<file path="src/rtl/pllcfg_pkg.sv">
package pllcfg_pkg;
  localparam int ADDR_W = 9;

  typedef enum logic [1:0] {
    GRP_NONE  = 2'd0,
    GRP_CNT   = 2'd1,
    GRP_BW    = 2'd2,
    GRP_PHASE = 2'd3
  } grp_e;

  function automatic grp_e grp_of(input logic [ADDR_W-1:0] a);
    grp_e g;
    case (a[8:7])
      2'b01:   g = GRP_CNT;
      2'b10:   g = GRP_BW;
      2'b11:   g = GRP_PHASE;
      default: g = GRP_NONE;
    endcase
    return g;
  endfunction
endpackage

</file>
<file path="src/rtl/pllcfg_fifo.sv">
module pllcfg_fifo #(
  parameter int DEPTH = 8,
  parameter int W     = 41
) (
  input  logic         clk_i,
  input  logic         rst_ni,
  input  logic         push_i,
  input  logic [W-1:0] data_i,
  input  logic         pop_i,
  output logic [W-1:0] data_o,
  output logic         full_o,
  output logic         empty_o
);
  localparam int PW = (DEPTH > 1) ? $clog2(DEPTH) : 1;
  localparam int CW = $clog2(DEPTH + 1);

  logic [W-1:0]  mem_q [DEPTH];
  logic [PW-1:0] wp_q, rp_q;
  logic [CW-1:0] cnt_q;

  function automatic logic [PW-1:0] inc_ptr(input logic [PW-1:0] p);
    return (p == PW'(DEPTH - 1)) ? '0 : p + 1'b1;
  endfunction

  assign full_o  = (cnt_q == CW'(DEPTH));
  assign empty_o = (cnt_q == '0);
  assign data_o  = mem_q[rp_q];

  always_ff @(posedge clk_i) begin
    if (push_i && !full_o) mem_q[wp_q] <= data_i;
  end

  // push and pop never coincide: the controller only pushes while idle
  always_ff @(posedge clk_i or negedge rst_ni) begin
    if (!rst_ni) begin
      wp_q  <= '0;
      rp_q  <= '0;
      cnt_q <= '0;
    end else begin
      if (push_i && !full_o) begin
        wp_q  <= inc_ptr(wp_q);
        cnt_q <= cnt_q + 1'b1;
      end else if (pop_i && !empty_o) begin
        rp_q  <= inc_ptr(rp_q);
        cnt_q <= cnt_q - 1'b1;
      end
    end
  end
endmodule

</file>
<file path="src/rtl/pllcfg_ctrl.sv">
module pllcfg_ctrl #(
  parameter int BUSY_CYC = 4
) (
  input  logic                          clk_i,
  input  logic                          rst_ni,
  input  logic                          wr_i,
  input  logic [pllcfg_pkg::ADDR_W-1:0] addr_i,
  input  logic                          full_i,
  input  logic                          empty_i,
  output logic                          push_o,
  output logic                          pop_o,
  output logic                          busy_o,
  output logic                          ovf_o
);
  localparam int HW = $clog2(BUSY_CYC + 1);

  typedef enum logic [1:0] {ST_IDLE, ST_DRAIN, ST_HOLD} st_e;

  st_e           st_q;
  logic [HW-1:0] hold_q;
  logic          ovf_q;
  logic          idle, start, cmd;

  assign idle   = (st_q == ST_IDLE);
  assign start  = idle && wr_i && (addr_i == '0);
  assign cmd    = idle && wr_i && (addr_i != '0);
  assign push_o = cmd && !full_i;
  assign pop_o  = (st_q == ST_DRAIN) && !empty_i;
  assign busy_o = !idle;
  assign ovf_o  = ovf_q;

  always_ff @(posedge clk_i or negedge rst_ni) begin
    if (!rst_ni) begin
      st_q   <= ST_IDLE;
      hold_q <= '0;
      ovf_q  <= 1'b0;
    end else begin
      if (start)               ovf_q <= 1'b0;
      else if (cmd && full_i)  ovf_q <= 1'b1;
      unique case (st_q)
        ST_IDLE:  if (start) st_q <= ST_DRAIN;
        ST_DRAIN: if (empty_i) begin
          st_q   <= ST_HOLD;
          hold_q <= HW'(BUSY_CYC - 1);
        end
        ST_HOLD: begin
          if (hold_q == '0) st_q <= ST_IDLE;
          else              hold_q <= hold_q - 1'b1;
        end
        default: st_q <= ST_IDLE;
      endcase
    end
  end
endmodule

</file>
<file path="src/rtl/pllcfg_shadow.sv">
module pllcfg_shadow
  import pllcfg_pkg::*;
#(
  parameter int NUM_CNT = 8,
  parameter int DW      = 32
) (
  input  logic                        clk_i,
  input  logic                        rst_ni,
  input  logic                        we_i,
  input  logic [ADDR_W-1:0]           addr_i,
  input  logic [DW-1:0]               data_i,
  output logic [NUM_CNT-1:0][DW-1:0]  cnt_o,
  output logic [DW-1:0]               cp_o,
  output logic [DW-1:0]               lf_o,
  output logic [DW-1:0]               phase_o
);
  grp_e       grp;
  logic [6:0] idx;

  assign grp = grp_of(addr_i);
  assign idx = addr_i[6:0];

  for (genvar g = 0; g < NUM_CNT; g++) begin : g_cnt
    logic [DW-1:0] r_q;
    always_ff @(posedge clk_i or negedge rst_ni) begin
      if (!rst_ni)                                      r_q <= '0;
      else if (we_i && grp == GRP_CNT && idx == 7'(g))  r_q <= data_i;
    end
    assign cnt_o[g] = r_q;
  end

  always_ff @(posedge clk_i or negedge rst_ni) begin
    if (!rst_ni) begin
      cp_o    <= '0;
      lf_o    <= '0;
      phase_o <= '0;
    end else if (we_i) begin
      if (grp == GRP_BW && idx == 7'd0)    cp_o    <= data_i;
      if (grp == GRP_BW && idx == 7'd1)    lf_o    <= data_i;
      if (grp == GRP_PHASE && idx == 7'd0) phase_o <= data_i;
    end
  end
endmodule

</file>
<file path="src/rtl/pllcfg_batch.sv">
module pllcfg_batch
  import pllcfg_pkg::*;
#(
  parameter int NUM_CNT  = 8,
  parameter int DW       = 32,
  parameter int DEPTH    = 8,
  parameter int BUSY_CYC = 4
) (
  input  logic                        clk_i,
  input  logic                        rst_ni,
  input  logic                        wr_i,
  input  logic [ADDR_W-1:0]           addr_i,
  input  logic [DW-1:0]               wdata_i,
  output logic                        waitreq_o,
  output logic                        ovf_o,
  output logic [NUM_CNT-1:0][DW-1:0]  cnt_o,
  output logic [DW-1:0]               cp_o,
  output logic [DW-1:0]               lf_o,
  output logic [DW-1:0]               phase_o
);
  localparam int EW = ADDR_W + DW;

  logic          push, pop, full, empty;
  logic [EW-1:0] head;

  pllcfg_ctrl #(.BUSY_CYC(BUSY_CYC)) u_ctrl (
    .clk_i, .rst_ni, .wr_i, .addr_i,
    .full_i(full), .empty_i(empty),
    .push_o(push), .pop_o(pop), .busy_o(waitreq_o), .ovf_o(ovf_o)
  );

  pllcfg_fifo #(.DEPTH(DEPTH), .W(EW)) u_fifo (
    .clk_i, .rst_ni,
    .push_i(push), .data_i({addr_i, wdata_i}),
    .pop_i(pop), .data_o(head), .full_o(full), .empty_o(empty)
  );

  pllcfg_shadow #(.NUM_CNT(NUM_CNT), .DW(DW)) u_shadow (
    .clk_i, .rst_ni,
    .we_i(pop), .addr_i(head[EW-1:DW]), .data_i(head[DW-1:0]),
    .cnt_o, .cp_o, .lf_o, .phase_o
  );
endmodule

</file>
<file path="config.mk">
export PLATFORM = sky130hd
export DESIGN_NAME = pllcfg_batch
export DESIGN_NICKNAME = d
export VERILOG_FILES = /design/src/rtl/pllcfg_pkg.sv /design/src/rtl/pllcfg_fifo.sv /design/src/rtl/pllcfg_ctrl.sv /design/src/rtl/pllcfg_shadow.sv /design/src/rtl/pllcfg_batch.sv
export SDC_FILE = /design/constraint.sdc
export NUM_CORES = 1
export LEC_CHECK = 0
export ABC_AREA = 1
export BUFFER_PORTS_ARGS = -buffer_cell sky130_fd_sc_hd__buf_2
export CAP_MARGIN = 20
export CELL_PAD_IN_SITES_DETAIL_PLACEMENT = 1
export CELL_PAD_IN_SITES_GLOBAL_PLACEMENT = 2
export CORE_MARGIN = 4
export CORE_UTILIZATION = 37
export DETAILED_ROUTE_END_ITERATION = 10
export GPL_ROUTABILITY_DRIVEN = 0
export PLACE_DENSITY = 0.9
export SKIP_CTS_REPAIR_TIMING = 1
export SKIP_LAST_GASP = 1
export SYNTH_ARGS = -nofsm -noshare
export SYNTH_HDL_FRONTEND = slang
export SYNTH_SLANG_ARGS = --single-unit
export TNS_END_PERCENT = 1
</file>
<file path="constraint.sdc">
create_clock -name clk_i -period 4.4 [get_ports clk_i]
set_input_delay 0.44 -clock clk_i [delete_from_list [all_inputs] [get_ports clk_i]]
set_output_delay 0.44 -clock clk_i [all_outputs]
set_load 0.05 [all_outputs]
</file>
# Word-level counts from Yosys, hierarchy flattened
# Memories as Yosys holds them, arrays and structs flattened.
# Cells that the tools add are included.
# word_totals
ff_bits	368
mem_count	1
ram_bits	328
output_inout_bits	354
# mem_list
name	depth	width	read_ports	rd_ports_with_merged_regs	wr	line	text
u_fifo.mem_q	8	41	1	0	1	pllcfg_fifo.sv:17	logic [W-1:0] mem_q [DEPTH];
# classes
n_reduce_logical	38
bitwise	1
n_eq_ne	22
n_addsub	5
mux	16
# op_table
cell	n
7-bit by 3-bit == test with 1-bit output, second input constant	4
1-bit logical AND	20
7-bit by 2-bit == test with 1-bit output, second input constant	2
3-bit 2-to-1 mux	4
2-bit one-hot mux with 3 select lines	2
2-bit == test, second input constant	5
9-bit logical NOT	1
9-bit nonzero test	1
4-bit 2-to-1 mux	2
2-bit AND reduction	4
7-bit by 1-bit == test with 1-bit output, second input constant	1
7-bit logical NOT	1
3-bit by 1-bit adder with 3-bit output, second input constant	2
2-bit by 1-bit == test with 1-bit output, second input constant	3
3-bit == test, second input constant	2
2-bit 2-to-1 mux	3
3-bit one-hot mux with 2 select lines	1
3-bit AND reduction	2
2-bit nonzero test	3
4-bit by 1-bit adder with 4-bit output, second input constant	1
4-bit == test, second input constant	1
4-bit logical NOT	1
1-bit 2-to-1 mux	4
2-bit by 1-bit inequality test with 1-bit output, second input constant	2
7 further kinds	10

# Depth between registers and ports, before layout
# Gate-level depths: netlist of run 1.
# logic_depth
ltp_word	7
mapped_depth	15
mapped_depth_nobuf	13

# Hierarchy
# A second synthesis of run 1 with hierarchy kept.
# hier_totals
cells_unflattened	2731
area_unflattened_um2	27896.8
# by_module_without_submodules
module	cells_per_inst	area_each_um2	n_inst
pllcfg_shadow	1595	14051.0	1
pllcfg_fifo	1090	13479.2	1
pllcfg_ctrl	46	366.6	1

# Worst setup path before layout of run 1
# OpenSTA, ideal clock, no wires.
# synth_path
kind	register to register
startpoint	reg u_ctrl.st_q[0]
endpoint	mem u_fifo.mem_q[0][0], enable pin
arrival_time_ps	3007
setup_ps	439
path_stages_with_launch	9
slack_ps	954
required_time_ps	3961
cell_sequence	dfrtp_1 inv_1 ha_1 nand2_1 nor2_1 nand2_1 inv_1 nand2_1 nor2_1
# synth_between
elab_chain_cells	7
# synth_lines
item	line	text
start, declared	pllcfg_ctrl.sv:19	st_e st_q;
start signal, assigned	pllcfg_ctrl.sv:34	st_q <= ST_IDLE;
start signal, assigned	pllcfg_ctrl.sv:41	ST_IDLE: if (start) st_q <= ST_DRAIN;
start signal, assigned	pllcfg_ctrl.sv:43	st_q <= ST_HOLD;
2-bit logical NOT	pllcfg_ctrl.sv:24	assign idle = (st_q == ST_IDLE);
1-bit logical AND (2 in a row)	pllcfg_ctrl.sv:26	assign cmd = idle && wr_i && (addr_i != '0);
1-bit logical AND	pllcfg_ctrl.sv:27	assign push_o = cmd && !full_i;
1-bit logical AND	pllcfg_fifo.sv:30	if (push_i && !full_o) mem_q[wp_q] <= data_i;
1-bit 2-to-1 mux	pllcfg_fifo.sv:30	
1-bit 2-to-1 mux (not written as such)	pllcfg_fifo.sv:30	
end, declared	pllcfg_fifo.sv:17	
# Every way passes these cells.

# Worst setup path in the final report of run 1
# layout_path
startpoint	reg u_fifo.rp_q[0]
endpoint	reg u_shadow.phase_o[2]
# layout_between
elab_chain_cells	6
word_cells_on_any_way	9
classes_between	4 x eq/ne; 1 x mux; 3 x reduce/logical; 1 x memory
# layout_lines
item	line	text
start, declared	pllcfg_fifo.sv:18	logic [PW-1:0] wp_q, rp_q;
start signal, assigned	pllcfg_fifo.sv:44	rp_q <= inc_ptr(rp_q);
memory read 8 x 41 bit *	-	
2-bit == test or 2-bit by 1-bit == test with 1-bit output (tied branches)	pllcfg_pkg.sv:13	case (a[8:7])
2-bit one-hot mux with 3 select lines	pllcfg_pkg.sv:13	
2-bit == test	pllcfg_shadow.sv:40	if (grp == GRP_PHASE && idx == 7'd0) phase_o <= data_i;
1-bit logical AND	pllcfg_shadow.sv:40	
2-bit AND reduction (no source line)	-	
end signal, assigned	pllcfg_shadow.sv:40	
end, declared	pllcfg_shadow.sv:15	output logic [DW-1:0] phase_o
# Mark *: on every way between the ends. The rest lies on a longest branch, timed or not.
# A chain may end at the register's enable or synchronous reset.

==> results of run 1 <==
## how the worst min path moves through the flow
stage / from / endpoint / slack (ns) / cells after the start
6_report: wdata_i[12] / u_fifo.mem_q[6][12] / 0.08 / 1
5_1_grt: wdata_i[12] / u_fifo.mem_q[7][12] / 0.1 / 1
4_1_cts: rst_ni / u_shadow.g_cnt[6].r_q[14] / -0.09 / 1
3_3_place_gp: u_shadow.g_cnt[7].r_q[29] / u_shadow.g_cnt[7].r_q[29] / 0.45 / 2
3_5_place_dp: u_shadow.g_cnt[5].r_q[21] / u_shadow.g_cnt[5].r_q[21] / 0.45 / 2
2_1_floorplan: rst_ni / u_ctrl.hold_q[0] / 0.14 / 0
## power by group through the flow
stage          Combinational [uW]  Sequential [uW]  Clock [uW]
2_1_floorplan                4690            11200           0
3_3_place_gp                10900             8630           0
3_5_place_dp                11300             8680           0
4_1_cts                     11300             8570        6230
5_1_grt                     12000             8690        6530
6_report                    11300             8570        6110
## flip-flops by register name (all words and copies together) (netlist names)
| signal | flops |
|---|---|
| u_ctrl.hold_q | 3 |
| u_ctrl.ovf_o | 1 |
| u_ctrl.st_q | 2 |
| u_fifo.cnt_q | 4 |
| u_fifo.mem_q | 328 |
| u_fifo.rp_q | 3 |
| u_fifo.wp_q | 3 |
| u_shadow.cp_o | 32 |
| u_shadow.g_cnt.r_q | 256 |
| u_shadow.lf_o | 32 |
| u_shadow.phase_o | 32 |
## stage by stage
step	instances	setup WS [ns]	hold WS (ns)	instance area, um^2
2_1_floorplan	2756	0.954	0.144	28500
3_3_place_gp	4016	0.688	0.450	31400
3_5_place_dp	4016	0.521	0.453	31400
4_1_cts	4149	0.507	-0.0939	33800
5_1_grt	4151	0.176	0.0952	33800
6_report	4162	0.450	0.0844	33800
## kinds of logic (layout without fill, tap and decap cells)
logic type / count (synthesis) / count (layout) / share of synthesized area (%)
and+or+nand+nor: 1519 / 1519 / 23.4
buffers and inverters: 312 / 676 / 5.07
DFF: 696 / 696 / 66.8
adders and majority gates: 13 / 13 / 0.597
AOI/OAI and AO/OA: 213 / 213 / 4.05
xor gates and xnor gates: 3 / 3 / 0.0922
other: 0 / 12 / 0
## metal layers
layer	vias to the layer above	GRT usage [%]	wire, um
met5	-	0	107
met4	18	10.0	4060
met2	887	40.8	49300
met3	228	6.15	8990
li1	10100	-	-
met1	11600	32.1	41400
## layout by cell type, fill, tap and decap left out, types with 2 or more instances in the layout
cell / count
a21oi_1: 8
buf_12: 8
buf_2: 396
buf_4: 61
bufinv_16: 2
clkbuf_1: 14
clkbuf_16: 75
clkbuf_8: 13
clkinv_1: 5
clkinv_2: 15
clkinv_8: 2
clkinvlp_4: 2
dfrtp_1: 367
diode_2: 12
edfxtp_1: 328
ha_1: 12
inv_1: 71
inv_2: 2
inv_6: 6
nand2_1: 932
nand3_1: 84
nand3_2: 4
nand4_1: 321
nor2_1: 154
nor2_2: 3
nor2_4: 17
o211ai_1: 2
o21ai_0: 137
o22ai_1: 65
or2_2: 2
xor2_1: 3
## cell type report
class	count	area [um^2]	area share [%]
inverter	76	294	0.870
multi-input combinational	1748	8130	24.1
clock inverter	31	254	0.752
timing repair buffer	467	2630	7.77
tap	1030	1290	3.81
sequential	696	19100	56.4
antenna	12	30.0	0.0889
clock buffer	102	2110	6.24
==> metrics.txt, run 1 <==
max cap viols=0; Detailed Routing Iterations Pass 1=5; Worst EP required=4.88 ns; crit-path max cell delay=0.78 ns; ys flop type=dfrtp_1; clock root cell=clkbuf_16; RSZ-0062 raised after global routing=no; Initial DRC Count=1880; fmax=253 MHz; Worst Setup SP=u_fifo.rp_q[0]; H-tree lvl count=3; crit path time final=3.95 ns; HP Class=input port to flip-flop; share of the synthesized area in the top cell type=34.5%; asr flop ratio synth=52.9%; Net Switching=12700 uW; Slew Limit Fails=0; crit-path max FO=51; ranking of synthesized cells by area=edfxtp_1 (35%), dfrtp_1 (32%), nand2_1 (12%); Setup Crit Path Kind=flip-flop to flip-flop; VDD IR max=421 uV; fillers=8379; Residual DRC=0; flops & latches, synth=696; Die Area=0.0816 mm^2; Core Region=0.0762 mm^2; top cells by count, synth=nand2_1 (932), dfrtp_1 (368), edfxtp_1 (328), nand4_1 (321), nor2_1 (165); Ys Warns=0; vias in the first global route=23900; Routed Antenna Nets=0; area grow syn2layout=18.5%; largest net degree at the start of global routing=105; initial core utilization=37.4%; NumNets Final=3120; CP Capture Point=u_shadow.phase_o[2]; WP depth=10; r2r setup slk=0.45 ns; Slew @ Worst Pin=1.08 ns; Cells after Synth=2756; Vias=22800; Final Hold Viols=0; Worst setup SP type=flip-flop; status=finished, final reports clean; CP Cell Sequence=clkinv_2, nand2_1, nand3_1, nand3_1, nand3_1, nor2_4, nand3_2, buf_4, nand2_1, nand2_1; Clock Sinks=696; clock buffer depth=3; logic gate share of total power=43.6%; first-pass GRT wire length=155000 um; CP endpoint kind=flip-flop; wire per inst=25.0 um; total grt overflow=0; IO buf count=397; Post-Syn Area=0.0285 mm^2; Avg Synthesized Cell Area=10.3 um^2; dominant cell by count in the synthesized netlist=nand2_1; top cell family by delay on the critical path=simple AND/OR/NAND/NOR gates; Seq pwr share=32.9%; I/O pin cnt=398; CTS Buf Count=74; std cell rows=101; reg-to-reg critical path startpoint=u_fifo.rp_q[0]; Power Internal=13400 uW; clock skew=0.0268 ns; width of the die=286 um; Sw Share=48.7%; DP HPWL=66700 um; number of synthesized flops with an enable pin=328; Total GRT Usage=25.0%; final wirelength=104000 um; R2R depth=10; # setup viols final=0; setup_tns=0 ns; Leak=0.0164 uW; Worst Path Buf+Inv=2; vias per cell=5.49; Clk pwr share=23.5%; Synthesized Nets=2813; FF-to-FF End=u_shadow.phase_o[2]; Final period util=89.8%; share of layout cells above drive strength 1=19.6%; CTS tree=built; clock latency on the worst-skew pair=0.62 ns; post-synthesis cell type count=27; WP data arrival=4.43 ns; die height=286 um; Final Core Density=44.3%; critical-path cell with the highest stage delay=nor2_4; total power draw=26000 uW; worst rel slew slack=28.0%; leading area contributor after synthesis=edfxtp_1; initial antenna violation count=21; Reg clk slew, reported paths=0.06 ns; Seq/Total Area, Yosys=66.8%; cell area power density=770 mW/mm^2
No activity file was read; power rests on OpenSTA's default activity.
==> run 2: changes to the inputs <==
==> constraint.sdc (replaced) <==
create_clock -name clk_i -period 4.47 [get_ports clk_i]
set_input_delay 0.447 -clock clk_i [delete_from_list [all_inputs] [get_ports clk_i]]
set_output_delay 0.447 -clock clk_i [all_outputs]
set_load 0.02 [all_outputs]
==> run 2 against run 1 <==
Compared with the run above: the flow now finishes with violations (negative hold slack); wire length grew 0.95%; register-to-register slack gained 0.08 ns; critical path depth grew 1; worst hold slack lost 0.15 ns; critical endpoint is now u_shadow.lf_o[1].
==> metrics.txt, run 2 (same netlist as run 1, synthesis figures left out) <==
Setup Crit Path Kind=flip-flop to flip-flop; R2R depth=11 (+1); failing checks=negative hold slack; DP HPWL=65500 um (-1.8%); commonest non-fill, non-tap cell in the layout=nand2_1; Sw Share=44.3% (-4.4 points); Clk pwr share=26.8% (+3.3 points); vias per cell=5.51 (+0.45%); Seq pwr share=34.5% (+1.6 points); Final period util=88.1% (-1.7 points); reg-to-reg critical path startpoint=u_fifo.rp_q[0]; CP endpoint kind=flip-flop; r2r setup slk=0.53 ns (+0.08 ns); initial antenna violation count=15 (-29%); IO buf count=397 (unchanged); CTS Buf Count=74 (unchanged); clock skew=0.0326 ns (+0.00576 ns); Die Area=0.0816 mm^2 (unchanged); Residual DRC=0 (unchanged); HP Class=input port to asynchronous set/reset pin; Slew @ Worst Pin=1.03 ns (-0.0526 ns); RSZ-0062 raised after global routing=no; width of the die=286 um (unchanged); clock root cell=clkbuf_16; clock buffer depth=3 (unchanged); std cell rows=101 (unchanged); Routed Antenna Nets=0 (unchanged); VDD IR max=640 uV (+52%); Clock Sinks=696 (unchanged); biggest regs=u_fifo.mem_q (328), u_shadow.g_cnt.r_q (256); Top reg by flops=u_fifo.mem_q; Worst Setup SP=u_fifo.rp_q[0]; hold_ws=-0.0698 ns (-0.154 ns); Initial DRC Count=2305 (+23%); # setup viols final=0 (unchanged); total grt overflow=0 (unchanged); Net Switching=10800 uW (-15%); Worst setup SP type=flip-flop; die height=286 um (unchanged); first-pass GRT wire length=157000 um (+1.2%); Final Hold Viols=65 (+65); crit path time final=3.94 ns (-0.0122 ns); NumNets Final=3111 (-0.29%); Core Region=0.0762 mm^2 (unchanged); share of layout cells above drive strength 1=19.5% (-0.15 points); vias in the first global route=24200 (+1.1%); max cap viols=0 (unchanged); H-tree lvl count=3 (unchanged); Power Internal=13600 uW (+1.8%); Detailed Routing Iterations Pass 1=5 (unchanged); most frequent cells in the layout=nand2_1 (932), buf_2 (396), dfrtp_1 (367), edfxtp_1 (328), nand4_1 (321); worst rel slew slack=31.5% (+3.5 points); initial core utilization=37.4% (unchanged); fillers=8500 (+1.4%); Leak=0.0165 uW (+0.48%); I/O pin cnt=398 (unchanged); status=finished, violations left; total power draw=24400 uW (-6.2%); CTS tree=built; largest net degree at the start of global routing=138 (+31%); area grow syn2layout=19.4%; FF-to-FF End=u_shadow.lf_o[1]; clock latency on the worst-skew pair=0.64 ns (+0.02 ns); Worst EP required=4.96 ns (+0.08 ns); max reg flops=328 (unchanged); final wirelength=105000 um (+0.95%); Vias=22900 (+0.25%); fmax=254 MHz (+0.31%); Slew Limit Fails=0 (unchanged); logic gate share of total power=38.6% (-5.0 points); wire per inst=25.2 um (+1.1%); cell area power density=717 mW/mm^2 (-6.9%); Total GRT Usage=25.2% (+0.22 points); WP data arrival=4.43 ns (about the same); crit-path max FO=46 (-9.8%); Reg clk slew, reported paths=0.06 ns (about the same); setup_tns=0 ns (unchanged)
-- run 2: critical path, stage by stage (launching register included) --
cell	delay, ns
dfrtp_4	0.74
clkinv_2	0.65
nand2_1	0.22
nand3_1	0.11
nand2_1	0.11
nand2_1	0.05
nand2_1	0.11
nand2_1	0.13
nor2_4	0.45
nand3_2	0.81
nand2_1	0.27
nand2_1	0.09
-- run 2: per-stage QoR --
stage                     cells  worst slack, ns  cell area (um^2)  hold WS [ns]  util [%]
final                      4154            0.532             34000       -0.0698      44.7
after global placement     4007            0.555             31400         0.451      41.2
after floorplan            2756             1.02             28500         0.151         -
after CTS                  4143            0.285             34000       -0.0484      44.6
after detailed placement   4007            0.335             31400         0.453      41.2
after global routing       4146            0.197             34000      0.000625      44.6
-- run 2: layer usage --
metal,global-route usage [%],share of wire [%]
met5,0,0.063
met4,8.12,3.2
met3,5.89,8.3
met2,41.5,48
met1,33.1,41
-- run 2: layout make-up --
type / instances / area, um^2 / share of cell area, %
Antenna cell: 10 / 25.0 / 0.0735
Clock buffer: 103 / 2100 / 6.17
Clock inverter: 33 / 504 / 1.48
Inverter: 76 / 294 / 0.864
Multi-Input combinational cell: 1748 / 8140 / 23.9
Sequential cell: 696 / 19100 / 56.0
Tap cell: 1030 / 1290 / 3.79
Timing Repair Buffer: 458 / 2630 / 7.71
-- run 2: power by group through the flow --
stage          clock (uW)  sequential [uW]  combinational (uW)
6_report             6550             8430                9420
5_1_grt              6940             8530               10100
4_1_cts              6650             8420                9410
3_5_place_dp            0             8530                9340
3_3_place_gp            0             8490                9020
2_1_floorplan           0             9280                4610
-- run 2: worst max-delay path by stage --
stage	end	slack, ns
3_3_place_gp	u_shadow.g_cnt[2].r_q[15]	0.55
2_1_floorplan	u_fifo.mem_q[0][0]	1.02
6_report	u_shadow.lf_o[1]	0.53
4_1_cts	u_shadow.g_cnt[2].r_q[22]	0.29
5_1_grt	u_shadow.lf_o[30]	0.20
3_5_place_dp	u_shadow.g_cnt[2].r_q[22]	0.33
==> run 3: changes to the inputs <==
--- a/config.mk
+++ b/config.mk
@@ -11,13 +11,14 @@
 export CELL_PAD_IN_SITES_DETAIL_PLACEMENT = 1
 export CELL_PAD_IN_SITES_GLOBAL_PLACEMENT = 2
 export CORE_MARGIN = 4
-export CORE_UTILIZATION = 37
+export CORE_UTILIZATION = 36
 export DETAILED_ROUTE_END_ITERATION = 10
 export GPL_ROUTABILITY_DRIVEN = 0
-export PLACE_DENSITY = 0.9
+export PLACE_DENSITY = 0.76
 export SKIP_CTS_REPAIR_TIMING = 1
 export SKIP_LAST_GASP = 1
 export SYNTH_ARGS = -nofsm -noshare
 export SYNTH_HDL_FRONTEND = slang
+export SYNTH_HIERARCHICAL = 1
 export SYNTH_SLANG_ARGS = --single-unit
 export TNS_END_PERCENT = 1
==> run 3 against run 2 <==
Compared with the run above: power fell by 18%; critical path depth did not move; worst hold slack improved by 0.18 ns; via count fell by 6.4%; the run now ends clean; synthesized cell count fell by 0.91%; largest power group is now registers; count of clock-buffer cells in the layout rose by 7; highest routed layer unchanged; critical endpoint is now u_shadow/g_cnt[7].r_q[9]; largest cell class unchanged; sequential share of layout area rose by 1.2 points; wire length fell by 3.6%.
==> metrics.txt, run 3 <==
Top reg by flops=u_fifo/mem_q; Detailed Routing Iterations Pass 1=5 (unchanged); setup_tns=0 ns (unchanged); cell area after layout=0.0333 mm^2 (-2.1%); clock buffer depth=3 (unchanged); RSZ-0062 raised after global routing=no; status=finished, final reports clean; Vias=21400 (-6.4%); DP HPWL=64500 um (-1.6%); Placed Area=0.0308 mm^2 (-1.8%); share of layout cells above drive strength 1=19.4% (-0.081 points); r2r setup slk=1.03 ns (+0.49 ns); Clk pwr share=31.1% (+4.3 points); Initial DRC Count=1629 (-29%); width of the die=286 um (+0.27%); Core Region=0.0763 mm^2 (+0.17%); worst rel slew slack=25.5% (-6.0 points); clock skew=0.0242 ns (-0.00838 ns); die height=286 um (+0.27%); area grow syn2layout=19.4% (about the same); clock latency on the worst-skew pair=0.62 ns (-0.02 ns); Routed Antenna Nets=0 (unchanged); Seq pwr share=37.4% (+2.9 points); Final Hold Viols=0 (-100%); Residual DRC=0 (unchanged); NumNets Final=3119 (+0.26%); total power draw=20000 uW (-18%); number of synthesized flops with an enable pin=328 (unchanged); Die Area=0.0820 mm^2 (+0.54%); Reg clk slew, reported paths=0.06 ns (about the same); HP Class=input port to flip-flop; Seq/Total Area, Yosys=68.3% (+1.5 points); first-pass GRT wire length=150000 um (-4.2%); crit path time final=3.44 ns (-0.495 ns); CP endpoint kind=flip-flop; largest net degree at the start of global routing=116 (-16%); biggest regs=u_fifo/mem_q (328), u_shadow/g_cnt.r_q (256); cell area power density=602 mW/mm^2 (-16%); initial antenna violation count=12 (-3); Avg Synthesized Cell Area=10.2 um^2 (-1.3%); IO buf count=397 (unchanged); Total GRT Usage=24.3% (-0.90 points); vias in the first global route=22200 (-7.9%); fillers=8573 (+0.86%); top cells by count, synth=nand2_1 (882), dfrtp_1 (368), nand3_1 (361), edfxtp_1 (328), nor2_1 (276); Synthesized Nets=2784 (-1.0%); std cell rows=101 (unchanged); Net Switching=8080 uW (-25%); I/O pin cnt=398 (unchanged); Cells after Synth=2731 (-0.91%); Leak=0.0162 uW (-1.5%); vias per cell=5.15 (-6.6%); ys flop type=dfrtp_1; Slew Limit Fails=0 (unchanged); WP data arrival=3.92 ns (-0.51 ns); Worst setup SP type=flip-flop; clock root cell=clkbuf_16; fmax=290 MHz (+14%); Final period util=77.0% (-11 points); Post-Syn Area=0.0279 mm^2 (-2.2%); ranking of synthesized cells by area=edfxtp_1 (35%), dfrtp_1 (33%), nand2_1 (12%); total grt overflow=0 (unchanged); commonest non-fill, non-tap cell in the layout=nand2_1; Power Internal=12000 uW (-12%); CTS Buf Count=78 (+5.4%); VDD IR max=410 uV (-36%); final wirelength=101000 um (-3.6%); crit-path max FO=42 (-8.7%); logic gate share of total power=31.5% (-7.1 points); H-tree lvl count=3 (unchanged); post-synthesis cell type count=30 (+11%); CTS tree=built; leading area contributor after synthesis=edfxtp_1; Sw Share=40.3% (-4.0 points); Ys Warns=6 (+6); Setup Crit Path Kind=flip-flop to flip-flop; max cap viols=0 (unchanged); initial core utilization=36.5% (-0.87 points); wire per inst=24.3 um (-3.7%); flops & latches, synth=696 (unchanged); Slew @ Worst Pin=1.12 ns (+0.0902 ns); Clock Sinks=696 (unchanged); most frequent cells in the layout=nand2_1 (881), buf_2 (396), dfrtp_1 (366), nand3_1 (361), edfxtp_1 (328); Worst EP required=4.95 ns (about the same); asr flop ratio synth=52.9% (unchanged); dominant cell by count in the synthesized netlist=nand2_1; max reg flops=328 (unchanged); share of the synthesized area in the top cell type=35.3% (+0.76 points); # setup viols final=0 (unchanged)
==> run 3: path summary, 6_finish.rpt <==
kind	cells past startpoint	to	from
worst min register to register	2	u_shadow/g_cnt[0].r_q[21]	u_shadow/g_cnt[0].r_q[21]
worst max-delay path	11	u_shadow/g_cnt[7].r_q[9]	u_fifo/rp_q[0]
worst min-delay path	1	u_fifo/mem_q[0][22]	wdata_i[22]
min in group asynchronous	2	u_shadow/g_cnt[5].r_q[7]	rst_ni
max in group asynchronous	3	u_shadow/g_cnt[5].r_q[0]	rst_ni
worst max register to register	11	u_shadow/g_cnt[7].r_q[9]	u_fifo/rp_q[0]
==> run 3: cell type report <==
type                       count  area (um^2)  share of cell area [%]
clock buffer                 110         2220                    6.68
inverter                      31          119                   0.357
multi-input combinational   1804         7820                    23.5
antenna                        3         7.51                  0.0225
timing repair buffer         455         2530                    7.61
clock inverter                31          265                   0.796
tap                         1030         1290                    3.87
sequential                   696        19100                    57.2
==> run 3: worst max-delay path, stage by stage (launching register included) <==
cell     delay (ns)
dfrtp_4        0.70
inv_4          0.28
o21ai_0        0.24
o21ai_0        0.10
nand2_1        0.07
nand2_1        0.09
inv_1          0.12
nand3_1        0.15
nor2_4         0.54
nand2_2        0.66
nand2_1        0.22
nand2_1        0.08
==> run 3: cells by family (layout without fill, tap and decap cells) <==
| group | Yosys count | count (layout) | share of synthesized area, % |
|---|---|---|---|
| AOI/OAI and AO/OA | 258 | 258 | 4.64 |
| xor gates and xnor gates | 2 | 2 | 0.0628 |
| adders and majority gates | 9 | 9 | 0.431 |
| buffers and inverters | 231 | 627 | 4.03 |
| DFF | 696 | 696 | 68.3 |
| other | 0 | 3 | 0 |
| and+or+nand+nor | 1535 | 1535 | 22.5 |
==> run 3: stage by stage <==
stage	setup WS (ns)	hold WS, ns	utilization [%]	std cells
floorplan	0.977	0.151	-	2731
global placement	1.19	0.450	40.4	4015
detailed placement	1.07	0.453	40.4	4015
CTS	1.01	-0.0655	43.6	4156
global route	0.728	0.0998	43.6	4158
finish	1.03	0.106	43.7	4160
==> run 3: power by group through the flow <==
stage / Clock, uW / Combinational, uW / Sequential (uW)
after detailed placement: 0 / 6280 / 7610
after floorplan: 0 / 3590 / 7490
after global routing: 6690 / 6790 / 7530
after CTS: 6410 / 6300 / 7490
after global placement: 0 / 6110 / 7580
final: 6240 / 6320 / 7490
==> run 3: metal layers <==
| metal | wire, um | track usage (%) | share of wire (%) | vias up |
|---|---|---|---|---|
| met1 | 42700 | 31.5 | 42 | 10900 |
| li1 | - | - | - | 9733 |
| met5 | 111 | 0 | 0.11 | - |
| met4 | 4120 | 9.75 | 4.1 | 16 |
| met2 | 47200 | 39.2 | 47 | 592 |
| met3 | 6950 | 6.20 | 6.9 | 188 |
